### src/rtl/clkx2_pkg.sv
package clkx2_pkg;

    localparam int unsigned MC_PHASES = 6;
    localparam int unsigned PERIPH_N  = 7;

    typedef enum logic {
        SPD_STD = 1'b0,
        SPD_DBL = 1'b1
    } speed_e;

    typedef struct packed {
        logic   tgl;
        speed_e mode;
    } clk_state_t;

    function automatic int unsigned wrap_inc(int unsigned v, int unsigned lim);
        return (v >= lim - 1) ? 0 : v + 1;
    endfunction

    function automatic speed_e to_speed(logic b);
        return b ? SPD_DBL : SPD_STD;
    endfunction

endpackage

### src/rtl/clkx2_ctrl_reg.sv
module clkx2_ctrl_reg #(
    parameter int unsigned NUM_PERIPH = 7,
    localparam int unsigned CW = NUM_PERIPH + 1
) (
    input  logic          clk,
    input  logic          rst,
    input  logic          boot_x2,
    input  logic          wr_en,
    input  logic [CW-1:0] wr_data,
    output logic [CW-1:0] ctrl_q
);
    always_ff @(posedge clk) begin
        if (rst) begin
            ctrl_q <= {{NUM_PERIPH{1'b0}}, boot_x2};
        end else if (wr_en) begin
            ctrl_q <= wr_data;
        end
    end
endmodule

### src/rtl/clkx2_phase_gen.sv
module clkx2_phase_gen
    import clkx2_pkg::*;
#(
    parameter int unsigned PHASES = 6,
    localparam int unsigned PW = $clog2(PHASES)
) (
    input  logic          clk,
    input  logic          rst,
    input  logic          boot_x2,
    input  logic          speed_req,
    output logic          half_ce,
    output logic          cpu_ce,
    output logic          mc_strobe,
    output logic [PW-1:0] phase,
    output logic          x2_act
);
    clk_state_t    st_q;
    logic [PW-1:0] ph_q;
    logic          last_ph;

    assign half_ce   = ~st_q.tgl;
    assign last_ph   = (ph_q == PW'(PHASES - 1));
    // phase 0 always waits for a halved edge; other phases run free in double speed
    assign cpu_ce    = half_ce | ((st_q.mode == SPD_DBL) && (ph_q != '0));
    assign mc_strobe = cpu_ce && (ph_q == '0);
    assign phase     = ph_q;
    assign x2_act    = (st_q.mode == SPD_DBL);

    always_ff @(posedge clk) begin
        if (rst) begin
            st_q.tgl  <= 1'b0;
            st_q.mode <= to_speed(boot_x2);
            ph_q      <= '0;
        end else begin
            st_q.tgl <= ~st_q.tgl;
            if (cpu_ce) begin
                ph_q <= PW'(wrap_inc(int'(ph_q), PHASES));
                if (last_ph) begin
                    st_q.mode <= to_speed(speed_req);
                end
            end
        end
    end
endmodule

### src/rtl/clkx2_periph_en.sv
module clkx2_periph_en #(
    parameter int unsigned NUM_PERIPH = 7
) (
    input  logic                  clk,
    input  logic                  rst,
    input  logic                  boot_x2,
    input  logic                  x2_act,
    input  logic                  half_ce,
    input  logic [NUM_PERIPH-1:0] hold_slow,
    output logic [NUM_PERIPH-1:0] periph_ce
);
    logic [NUM_PERIPH-1:0] fast_q;

    for (genvar i = 0; i < NUM_PERIPH; i++) begin : g_slot
        always_ff @(posedge clk) begin
            if (rst) begin
                fast_q[i] <= boot_x2;
            end else if (half_ce) begin
                fast_q[i] <= x2_act & ~hold_slow[i];
            end
        end
        assign periph_ce[i] = fast_q[i] | half_ce;
    end
endmodule

### src/rtl/clkx2_gen.sv
module clkx2_gen #(
    parameter int unsigned PHASES     = clkx2_pkg::MC_PHASES,
    parameter int unsigned NUM_PERIPH = clkx2_pkg::PERIPH_N,
    localparam int unsigned PW = $clog2(PHASES),
    localparam int unsigned CW = NUM_PERIPH + 1
) (
    input  logic                  clk,
    input  logic                  rst,
    input  logic                  boot_x2,
    input  logic                  wr_en,
    input  logic [CW-1:0]         wr_data,
    output logic [CW-1:0]         rd_data,
    output logic                  x2_active,
    output logic                  half_ce,
    output logic                  cpu_ce,
    output logic                  mc_strobe,
    output logic [PW-1:0]         phase,
    output logic [NUM_PERIPH-1:0] periph_ce
);
    logic [CW-1:0] ctrl_q;

    clkx2_ctrl_reg #(.NUM_PERIPH(NUM_PERIPH)) u_ctrl (
        .clk     (clk),
        .rst     (rst),
        .boot_x2 (boot_x2),
        .wr_en   (wr_en),
        .wr_data (wr_data),
        .ctrl_q  (ctrl_q)
    );

    clkx2_phase_gen #(.PHASES(PHASES)) u_phase (
        .clk       (clk),
        .rst       (rst),
        .boot_x2   (boot_x2),
        .speed_req (ctrl_q[0]),
        .half_ce   (half_ce),
        .cpu_ce    (cpu_ce),
        .mc_strobe (mc_strobe),
        .phase     (phase),
        .x2_act    (x2_active)
    );

    clkx2_periph_en #(.NUM_PERIPH(NUM_PERIPH)) u_periph (
        .clk       (clk),
        .rst       (rst),
        .boot_x2   (boot_x2),
        .x2_act    (x2_active),
        .half_ce   (half_ce),
        .hold_slow (ctrl_q[CW-1:1]),
        .periph_ce (periph_ce)
    );

    assign rd_data = ctrl_q;
endmodule

### config.mk
export PLATFORM = sky130hd
export DESIGN_NAME = clkx2_gen
export DESIGN_NICKNAME = d
export VERILOG_FILES = /design/src/rtl/clkx2_pkg.sv /design/src/rtl/clkx2_ctrl_reg.sv /design/src/rtl/clkx2_phase_gen.sv /design/src/rtl/clkx2_periph_en.sv /design/src/rtl/clkx2_gen.sv
export SDC_FILE = /design/constraint.sdc
export NUM_CORES = 1
export LEC_CHECK = 0
export BUFFER_PORTS_ARGS = -buffer_cell sky130_fd_sc_hd__buf_2
export CAP_MARGIN = 20
export CORE_UTILIZATION = 51
export CTS_BUF_LIST = sky130_fd_sc_hd__clkbuf_16
export DETAILED_ROUTE_END_ITERATION = 10
export PLACE_DENSITY = 0.9
export SYNTH_ARGS = -nofsm -noshare
export SYNTH_HDL_FRONTEND = slang
export SYNTH_SLANG_ARGS = --single-unit
### constraint.sdc
create_clock -name clk -period 3.62 [get_ports clk]
set_input_delay 0.543 -clock clk [delete_from_list [all_inputs] [get_ports clk]]
set_output_delay 0.543 -clock clk [all_outputs]
set_load 0.05 [all_outputs]
==> results of run 1 <==
registers in the layout, summed over array words and instances, names as in the netlist:
name and flops:
u_periph.fast_q 7, u_phase.st_q 1, u_phase.x2_act 1, u_ctrl.ctrl_q 8, u_phase.phase 3
per-layer routing:
metal / part of all wire [%] / up-vias / GRT usage, %
met5: 0 / - / 0
met4: 0 / 0 / 3.636
met3: 4.5 / 0 / 7.347
met2: 51 / 21 / 31.76
met1: 44 / 341 / 22.72
li1: - / 361 / -
Yosys cell counts:
| library cell | count | area share (%) |
|---|---|---|
| nand2b_4 | 1 | 1.5 |
| buf_1 | 1 | 0.40 |
| nand3b_1 | 1 | 0.81 |
| or4b_1 | 2 | 2.2 |
| edfxtp_1 | 9 | 29 |
| nand2_1 | 3 | 1.2 |
| buf_2 | 3 | 1.6 |
| dfxtp_1 | 11 | 24 |
| buf_4 | 1 | 0.81 |
| mux2i_1 | 9 | 9.7 |
| o211ai_1 | 1 | 0.81 |
| ha_1 | 3 | 4.0 |
| nand2b_1 | 11 | 7.4 |
| o21ai_0 | 1 | 0.54 |
| a41oi_1 | 1 | 0.94 |
| nor2_1 | 11 | 4.5 |
| o21ai_1 | 9 | 4.9 |
| inv_1 | 4 | 1.6 |
| nor4b_1 | 1 | 0.94 |
| or2_1 | 1 | 0.68 |
| a21oi_2 | 1 | 0.94 |
| inv_2 | 2 | 0.81 |
| o21bai_1 | 1 | 0.81 |
worst register-to-register path, stage by stage (launching register included):
cell and delay [ns]:
dfxtp_1 0.39, inv_1 0.09, ha_1 0.22, or4b_1 0.48, o211ai_1 0.20
path summary, 6_finish.rpt:
check                                 startpoint          endpoint  slack (ns)  depth (start not counted)
worst min-delay path                  wr_data[5]  u_ctrl.ctrl_q[5]        0.53                          3
worst max register to register  u_phase.phase[1]  u_phase.phase[2]        2.17                          4
worst max-delay path            u_phase.phase[1]            cpu_ce        1.60                          6
worst min register to register  u_ctrl.ctrl_q[1]  u_ctrl.ctrl_q[1]        0.54                          2
final cells by class:
| class | count | area, um^2 | share of cell area [%] |
|---|---|---|---|
| Timing Repair Buffer | 33 | 165.2 | 14.04 |
| Tap cell | 25 | 31.28 | 2.660 |
| Inverter | 6 | 22.52 | 1.915 |
| Multi-Input combinational cell | 57 | 387.9 | 32.98 |
| Clock inverter | 1 | 3.754 | 0.3191 |
| Clock buffer | 3 | 75.07 | 6.383 |
| Sequential cell | 20 | 490.5 | 41.70 |
cell families after synthesis:
logic type	count (synthesis)
adder cells (fa/ha/maj)	3
buffers and inverters	11
AND/OR/NAND/NOR	31
multiplexers	9
flip-flops	20
AO/OA/AOI/OAI	14
power by group through the flow:
stage	Combinational (W)	Clock [W]	Sequential, W
after floorplan	0.000104	0	0.000315
after global placement	0.000171	0	0.000280
after detailed placement	0.000176	0	0.000283
after CTS	0.000177	0.000225	0.000278
after global routing	0.000187	0.000231	0.000282
final	0.000176	0.000221	0.000278
metrics by stage:
| stage | power, W | hold WS, ns | setup slack [ns] | cell area, um^2 |
|---|---|---|---|---|
| after floorplan | 0.0004192 | 0.5644 | 1.537 | 927.1 |
| after global placement | 0.0004508 | 0.4995 | 1.938 | 1097 |
| after detailed placement | 0.0004586 | 0.5097 | 1.872 | 1097 |
| after CTS | 0.0006795 | 0.5317 | 1.600 | 1176 |
| after global routing | 0.0006997 | 0.5426 | 1.496 | 1176 |
| final | 0.0006751 | 0.5333 | 1.602 | 1176 |
==> results.yml, run 1 <==
critical_path:
  cp-start-kind: "flop"
  crit_fanout: 6
  path_class: "reg -> out"
  critPathBufInv: 3
  worstPathRequired_ns: 3.08
  worst_path_largest_cell_delay_ns: 0.34
  critPathArrivalTime_ns: 1.48
  crit_family: "flip-flops"
  crit_chain: "inv_1 > ha_1 > nand2b_4 > a21oi_2 > inv_2 > buf_2"
  critPathCaptureType: "output port"
  slowest_stage: "dfxtp_1"
grt:
  grt_max_degree: 24
  grt_pass1_vias: 564
  overflow: 0
  grt_use_total_pct: 18.75
  grt_pass1_wl_mm: 2.608
  grt_antenna_before_repair: 0
clock_tree:
  cts_tree: "built"
  insertion_delay_ns: 0.25
  clk_path_buf_depth: 2
  hold_buffers: 0
  path_clk_slew_ns: 0.05
  numCtsBuffers: 3
  cts_sinks: 20
  cts_setup_buffers: 0
  cts_htree_levels: 1
  cts_root_buffer: "clkbuf_16"
  post_cts_resized: 0
sta:
  skew_ns: 0.004566
  finalCritPeriodShare_pct: 55.76
  rsz0062_at_grt: "no"
  hold_violations: 0
  fin_tns_setup_ns: 0
  slew_viol_final: 0
  fmax_ghz: 0.4954
  worst_pin_slew_ns: 0.4001
  setup_violations: 0
  slew_headroom_pct: 73.29
  post-route-min-period_ns: 2.018
synth:
  synth_compound_area_share_pct: 8.907
  synthMuxAreaShare_pct: 9.717
  yosys_warnings: 0
  synth_adder_area_share_pct: 4.049
  ys_seq_area_share_pct: 52.90
  synth.distinct_cells: 23
  synth-simple-area-share_pct: 19.16
  synth_nets: 103
  synthXorXnorAreaFrac_pct: 0
  synth-seq-cells: 20
  synthCells: 88
  synth_top_family_by_area: "simple AND/OR/NAND/NOR gates"
  netlist_area_um2: 927.1
  avgSynthCellArea_um2: 10.54
final_layout:
  final_common_cell: "buf_2"
  fin_cells: 145
  drive_gt1_share_pct: 33.33
  mostFrequentLayoutCells: "buf_2, nand2b_1, nor2_1, dfxtp_1"
  fill_cells: 134
  fin_nets: 136
  area_growth_pct: 26.86
  diodes: 0
  final_core_util_pct: 68.86
die:
  fp.dieArea_mm2: 0.001992
  rows: 15
  initial_core_util_pct: 54.29
  die-width_um: 44.64
  die_h_um: 44.64
  io_pins: 34
  core_area_mm2: 0.001708
drt:
  wl_per_cell_um: 12.28
  drc: 0
  dr.first_iter.drc_count: 18
  drt-total-wl_mm: 1.780
  final_antenna_net_count: 0
  drtPass1Iterations: 4
  vias: 723
  vias_per_cell: 4.986
power:
  p_int_w: 0.0004556
  clkPwrFrac_pct: 32.8
  pwr_density_cell_mw_per_mm2: 574.0
  p_sw_w: 0.0002196
  swShare_pct: 32.52
  peakVddDrop_uv: 602.4
  power_frac_comb_pct: 26.0
  seqPwrFrac_pct: 41.2
  leakage_nw: 0.5348
hold_path:
  hp-class: "in -> reg"
placement:
  dp_hpwl_mm: 1.337
  place.gp.congestion: 0.8269
  portBuffers: 33
  placedCellCount: 141
status:
  run_status: "finished clean"
flow_run:
  maxCapViolCount: 0
(Power assumes the default switching activity.)
==> run 2: changes to the inputs <==
- CORE_UTILIZATION: 51 -> 43
- PLACE_DENSITY: 0.9 -> 0.82
- clock period: 3.62 -> 1.7 ns (I/O delays scaled with it)
==> run 2 against run 1 <==
Core utilization fell by 8.6 points. Final cell count up 2.8%. Clock power is 120% higher. Die area increased by 18%. Via count fell by 2.4%. Sequential share of layout area shrank 1.0 points. Hold slack worse by 0.29 ns. Largest power group unchanged.
==> results.yml, run 2 (synthesis results as in run 1) <==
power:
  power_frac_comb_pct: 26.7
  seqPwrFrac_pct: 40.5
  p_sw_w: 0.0004757
  peakVddDrop_uv: 605.5
  p_int_w: 0.0009796
  leakage_nw: 0.5440
  swShare_pct: 32.69
  pwr_density_cell_mw_per_mm2: 1207
  clkPwrFrac_pct: 32.8
hold_path:
  hp-start: "wr_data[2]"
  hp-class: "in -> reg"
critical_path:
  worstPathRequired_ns: 1.44
  critPathBufInv: 3
  crit_fanout: 6
  critPathArrivalTime_ns: 1.36
  path_class: "reg -> out"
  crit_family: "flip-flops"
  critPathCaptureType: "output port"
  slowest_stage: "dfxtp_1"
  crit_start: "u_phase.phase[0]"
  rr_startpoint: "u_phase.phase[0]"
  r2r_slack_ns: 0.23
  cp-start-kind: "flop"
  worst_path_largest_cell_delay_ns: 0.42
  crit_chain: "inv_1 > ha_1 > nand2b_4 > a21oi_4 > inv_2 > buf_4"
placement:
  portBuffers: 33
  place.gp.congestion: 0.7931
  placedCellCount: 144
  dp_hpwl_mm: 1.235
die:
  die_h_um: 48.44
  die-width_um: 48.44
  core_area_mm2: 0.002002
  initial_core_util_pct: 46.31
  io_pins: 34
  fp.dieArea_mm2: 0.002346
  rows: 16
drt:
  vias_per_cell: 4.738
  drtPass1Iterations: 4
  wl_per_cell_um: 11.79
  dr.first_iter.drc_count: 18
  final_antenna_net_count: 0
  vias: 706
  drc: 0
  drt-total-wl_mm: 1.757
sta:
  worst_pin_slew_ns: 0.3411
  slew_viol_final: 0
  fmax_ghz: 0.6200
  skew_ns: 0.001141
  finalCritPeriodShare_pct: 94.87
  post-route-min-period_ns: 1.613
  setup_violations: 0
  rsz0062_at_grt: "no"
  fin_tns_setup_ns: 0
  hold_violations: 0
  slew_headroom_pct: 77.26
final_layout:
  largest_reg_flops: 8
  top_register: "u_ctrl.ctrl_q"
  mostFrequentLayoutCells: "buf_2, nand2b_1, dfxtp_1, nor2_1"
  drive_gt1_share_pct: 35.25
  fin_nets: 138
  area_growth_pct: 30.09
  diodes: 0
  fill_cells: 167
  final_common_cell: "buf_2"
  fin_cells: 149
clock_tree:
  numCtsBuffers: 3
  cts_sinks: 20
  insertion_delay_ns: 0.25
  clk_path_buf_depth: 2
  path_clk_slew_ns: 0.05
  cts_htree_levels: 1
  cts_root_buffer: "clkbuf_16"
  hold_buffers: 0
  cts_tree: "built"
status:
  run_status: "finished clean"
grt:
  grt_max_degree: 24
  grt_pass1_wl_mm: 2.994
  grt_use_total_pct: 17.10
  overflow: 0
  grt_pass1_vias: 664
  grt_antenna_before_repair: 0
flow_run:
  maxCapViolCount: 0
run 2: changes by cell type in the layout (fill, tap and decap cells not counted), sizes merged:
| cell | before | now |
|---|---|---|
| clkinv | 0 | 1 |
| inv | 7 | 6 |
| buf | 33 | 35 |
run 2: final timing paths:
path / depth (start not counted) / to
hold reg to reg: 1 / u_phase.st_q[1]
setup / recovery: 6 / cpu_ce
hold / removal: 3 / u_ctrl.ctrl_q[2]
setup reg to reg: 6 / u_phase.x2_act
run 2: area by class of cell:
class | instances | area, um^2 | area share [%]
Clock buffer | 3 | 75.07 | 6.224
Clock inverter | 1 | 3.754 | 0.3112
Inverter | 6 | 22.52 | 1.867
Multi-Input combinational cell | 57 | 397.9 | 32.99
Sequential cell | 20 | 490.5 | 40.66
Tap cell | 27 | 33.78 | 2.801
Timing Repair Buffer | 35 | 182.7 | 15.15
run 2: through the flow:
stage | setup WS, ns | hold WS (ns) | total power [W] | utilization (%) | instance area, um^2
2_1_floorplan | 0.02110 | 0.4022 | 0.0008954 | - | 929.6
3_3_place_gp | 0.2875 | 0.4636 | 0.0009682 | 55.44 | 1110
3_5_place_dp | 0.2399 | 0.4662 | 0.0009778 | 55.44 | 1110
4_1_cts | 0.02971 | 0.2431 | 0.001458 | 59.88 | 1199
5_1_grt | 0.004151 | 0.2561 | 0.001519 | 60.25 | 1206
6_report | 0.08715 | 0.2386 | 0.001455 | 60.25 | 1206
run 2: power groups by stage:
| stage | registers (W) | clock network (W) | logic [W] |
|---|---|---|---|
| floorplan | 0.000671 | 0 | 0.000225 |
| global placement | 0.000595 | 0 | 0.000373 |
| detailed placement | 0.000599 | 0 | 0.000379 |
| CTS | 0.000589 | 0.000481 | 0.000388 |
| global route | 0.000597 | 0.000507 | 0.000415 |
| finish | 0.000590 | 0.000477 | 0.000388 |
run 2: what timing repair did:
| item | CTS | global route |
|---|---|---|
| resized for setup | 2 | 0 |
| gates cloned | 0 | 0 |
| endpoints found under the setup margin | 1 | 1 |
| buffers inserted | 0 | 1 |
| pin swaps | 0 | 1 |
run 2: metal layers:
metal	vias up	track usage [%]	wire (um)
li1	369	-	-
met1	313	20.00	774
met2	19	27.70	881
met3	5	2.516	50
met4	0	14.22	51
met5	-	0	0
run 2: tightest hold or removal path: stages:
cell	delay (ns)
buf_2	0.08
mux2i_1	0.05
nor2_1	0.07
==> run 3: changes to the inputs <==
--- a/config.mk
+++ b/config.mk
@@ -10,4 +10,5 @@
 export CORE_UTILIZATION = 43
 export CTS_BUF_LIST = sky130_fd_sc_hd__clkbuf_16
+export CTS_CLUSTER_SIZE = 20
 export DETAILED_ROUTE_END_ITERATION = 10
 export PLACE_DENSITY = 0.82
==> constraint.sdc (replaced) <==
create_clock -name clk -period 1.7 [get_ports clk]
set_input_delay 0.255 -clock clk [delete_from_list [all_inputs] [get_ports clk]]
set_output_delay 0.255 -clock clk [all_outputs]
set_load 0.01 [all_outputs]
==> run 3 against run 2 <==
Clock power shrank 2%. Final cell count shrank 0.67%. Die area is the same. Global-route usage shrank 1.2 points. First-iteration DRC count shrank 56%. Combinational power shrank 40%. Largest power group unchanged. Highest routed layer unchanged.
==> results.yml, run 3 (synthesis results as in run 1) <==
die:
  core_area_mm2: 0.002002
  fp.dieArea_mm2: 0.002346
  die_h_um: 48.44
  rows: 16
  io_pins: 34
  die-width_um: 48.44
  initial_core_util_pct: 46.31
flow_run:
  maxCapViolCount: 0
final_layout:
  largest_reg_flops: 8
  area_growth_pct: 28.74
  final_common_cell: "buf_2"
  top_register: "u_ctrl.ctrl_q"
  fill_cells: 170
  drive_gt1_share_pct: 33.88
  mostFrequentLayoutCells: "buf_2, nand2b_1, nor2_1, dfxtp_1"
  fin_area_mm2: 0.001194
  fin_nets: 137
  diodes: 0
clock_tree:
  insertion_delay_ns: 0.25
  cts_htree_levels: 1
  hold_buffers: 0
  post_cts_resized: 0
  numCtsBuffers: 3
  cts_sinks: 20
  cts_setup_buffers: 0
  cts_root_buffer: "clkbuf_16"
  cts_tree: "built"
  path_clk_slew_ns: 0.05
  clk_path_buf_depth: 2
critical_path:
  path_class: "reg -> out"
  cp-start-kind: "flop"
  crit_fanout: 6
  crit_start: "u_phase.phase[1]"
  critPathArrivalTime_ns: 1.37
  slowest_stage: "dfxtp_1"
  rr_startpoint: "u_phase.phase[1]"
  worst_path_largest_cell_delay_ns: 0.35
  critPathCaptureType: "output port"
  worstPathRequired_ns: 1.44
  crit_chain: "inv_1 > ha_1 > nand2b_4 > a21oi_4 > inv_2 > buf_2"
drt:
  vias: 719
  drc: 0
  final_antenna_net_count: 0
  drt-total-wl_mm: 1.704
  dr.first_iter.drc_count: 8
  wl_per_cell_um: 11.51
  drtPass1Iterations: 4
  vias_per_cell: 4.858
grt:
  grt_max_degree: 24
  overflow: 0
  grt_pass1_vias: 698
  grt_pass1_wl_mm: 2.891
  grt_use_total_pct: 15.90
  grt_antenna_before_repair: 0
power:
  pwr_density_cell_mw_per_mm2: 1081
  leakage_nw: 0.5412
  peakVddDrop_uv: 576.0
sta:
  fmax_ghz: 0.6160
  timing.final.ws_setup_ns: 0.07661
  fin_tns_setup_ns: 0
  worst_pin_slew_ns: 0.3542
  setup_violations: 0
  slew_headroom_pct: 76.39
  rsz0062_at_grt: "no"
  hold_violations: 0
  skew_ns: 0.004446
  holdWs_ns: 0.2447
  finalCritPeriodShare_pct: 95.49
  post-route-min-period_ns: 1.623
  slew_viol_final: 0
placement:
  portBuffers: 33
  place.gp.congestion: 0.7452
  dp_hpwl_mm: 1.287
  place_ws_ns: 0.2865
  postPlaceCellArea_mm2: 0.001107
hold_path:
  hp-start: "wr_data[6]"
  hp-class: "in -> reg"
status:
  run_status: "finished clean"
==> run 3: final timing paths <==
kind	to	slack [ns]	depth (start not counted)
worst max-delay path	cpu_ce	0.08	6
worst min-delay path	u_ctrl.ctrl_q[6]	0.24	3
worst max register to register	u_phase.phase[2]	0.32	4
worst min register to register	u_ctrl.ctrl_q[3]	0.53	2
==> run 3: cell type report <==
cell class                      count  area [um^2]  area share (%)
Clock buffer                        3        75.07           6.289
Clock inverter                      1        3.754          0.3145
Inverter                            6        22.52           1.887
Multi-Input combinational cell     57        395.4           33.12
Sequential cell                    20        490.5           41.09
Tap cell                           27        33.78           2.830
Timing Repair Buffer               34        172.7           14.47
==> run 3: metrics by stage <==
step	power (W)	std cells	util (%)
final	0.001290	148	59.62
after detailed placement	0.0008276	144	55.31
after global routing	0.001351	148	59.62
after CTS	0.001293	148	59.25
after floorplan	0.0007431	88	-
after global placement	0.0008153	144	55.31
==> run 3: power breakdown <==
group | leakage, nW | switching [W] | total [W] | internal (W)
sequential | 0.186 | 0.0000333 | 0.000587 | 0.000554
clock | 0.0423 | 0.000156 | 0.000469 | 0.000312
combinational | 0.313 | 0.000128 | 0.000234 | 0.000106
==> run 3: layer usage <==
| layer | track usage [%] | vias up | part of all wire, % |
|---|---|---|---|
| li1 | - | 363 | - |
| met3 | 4.088 | 2 | 2.9 |
| met5 | 0 | - | 0 |
| met2 | 29.81 | 16 | 55 |
| met4 | 7.353 | 0 | 0.76 |
| met1 | 16.40 | 338 | 41 |
==> run 3: critical path, delay by kind of cell (launching register included) <==
| kind | cells | cell delay (ns) |
|---|---|---|
| flip-flops | 1 | 0.35 |
| AND/OR/NAND/NOR | 1 | 0.08 |
| buffers and inverters | 3 | 0.26 |
| adder cells (fa/ha/maj) | 1 | 0.21 |
| AO/OA/AOI/OAI | 1 | 0.22 |
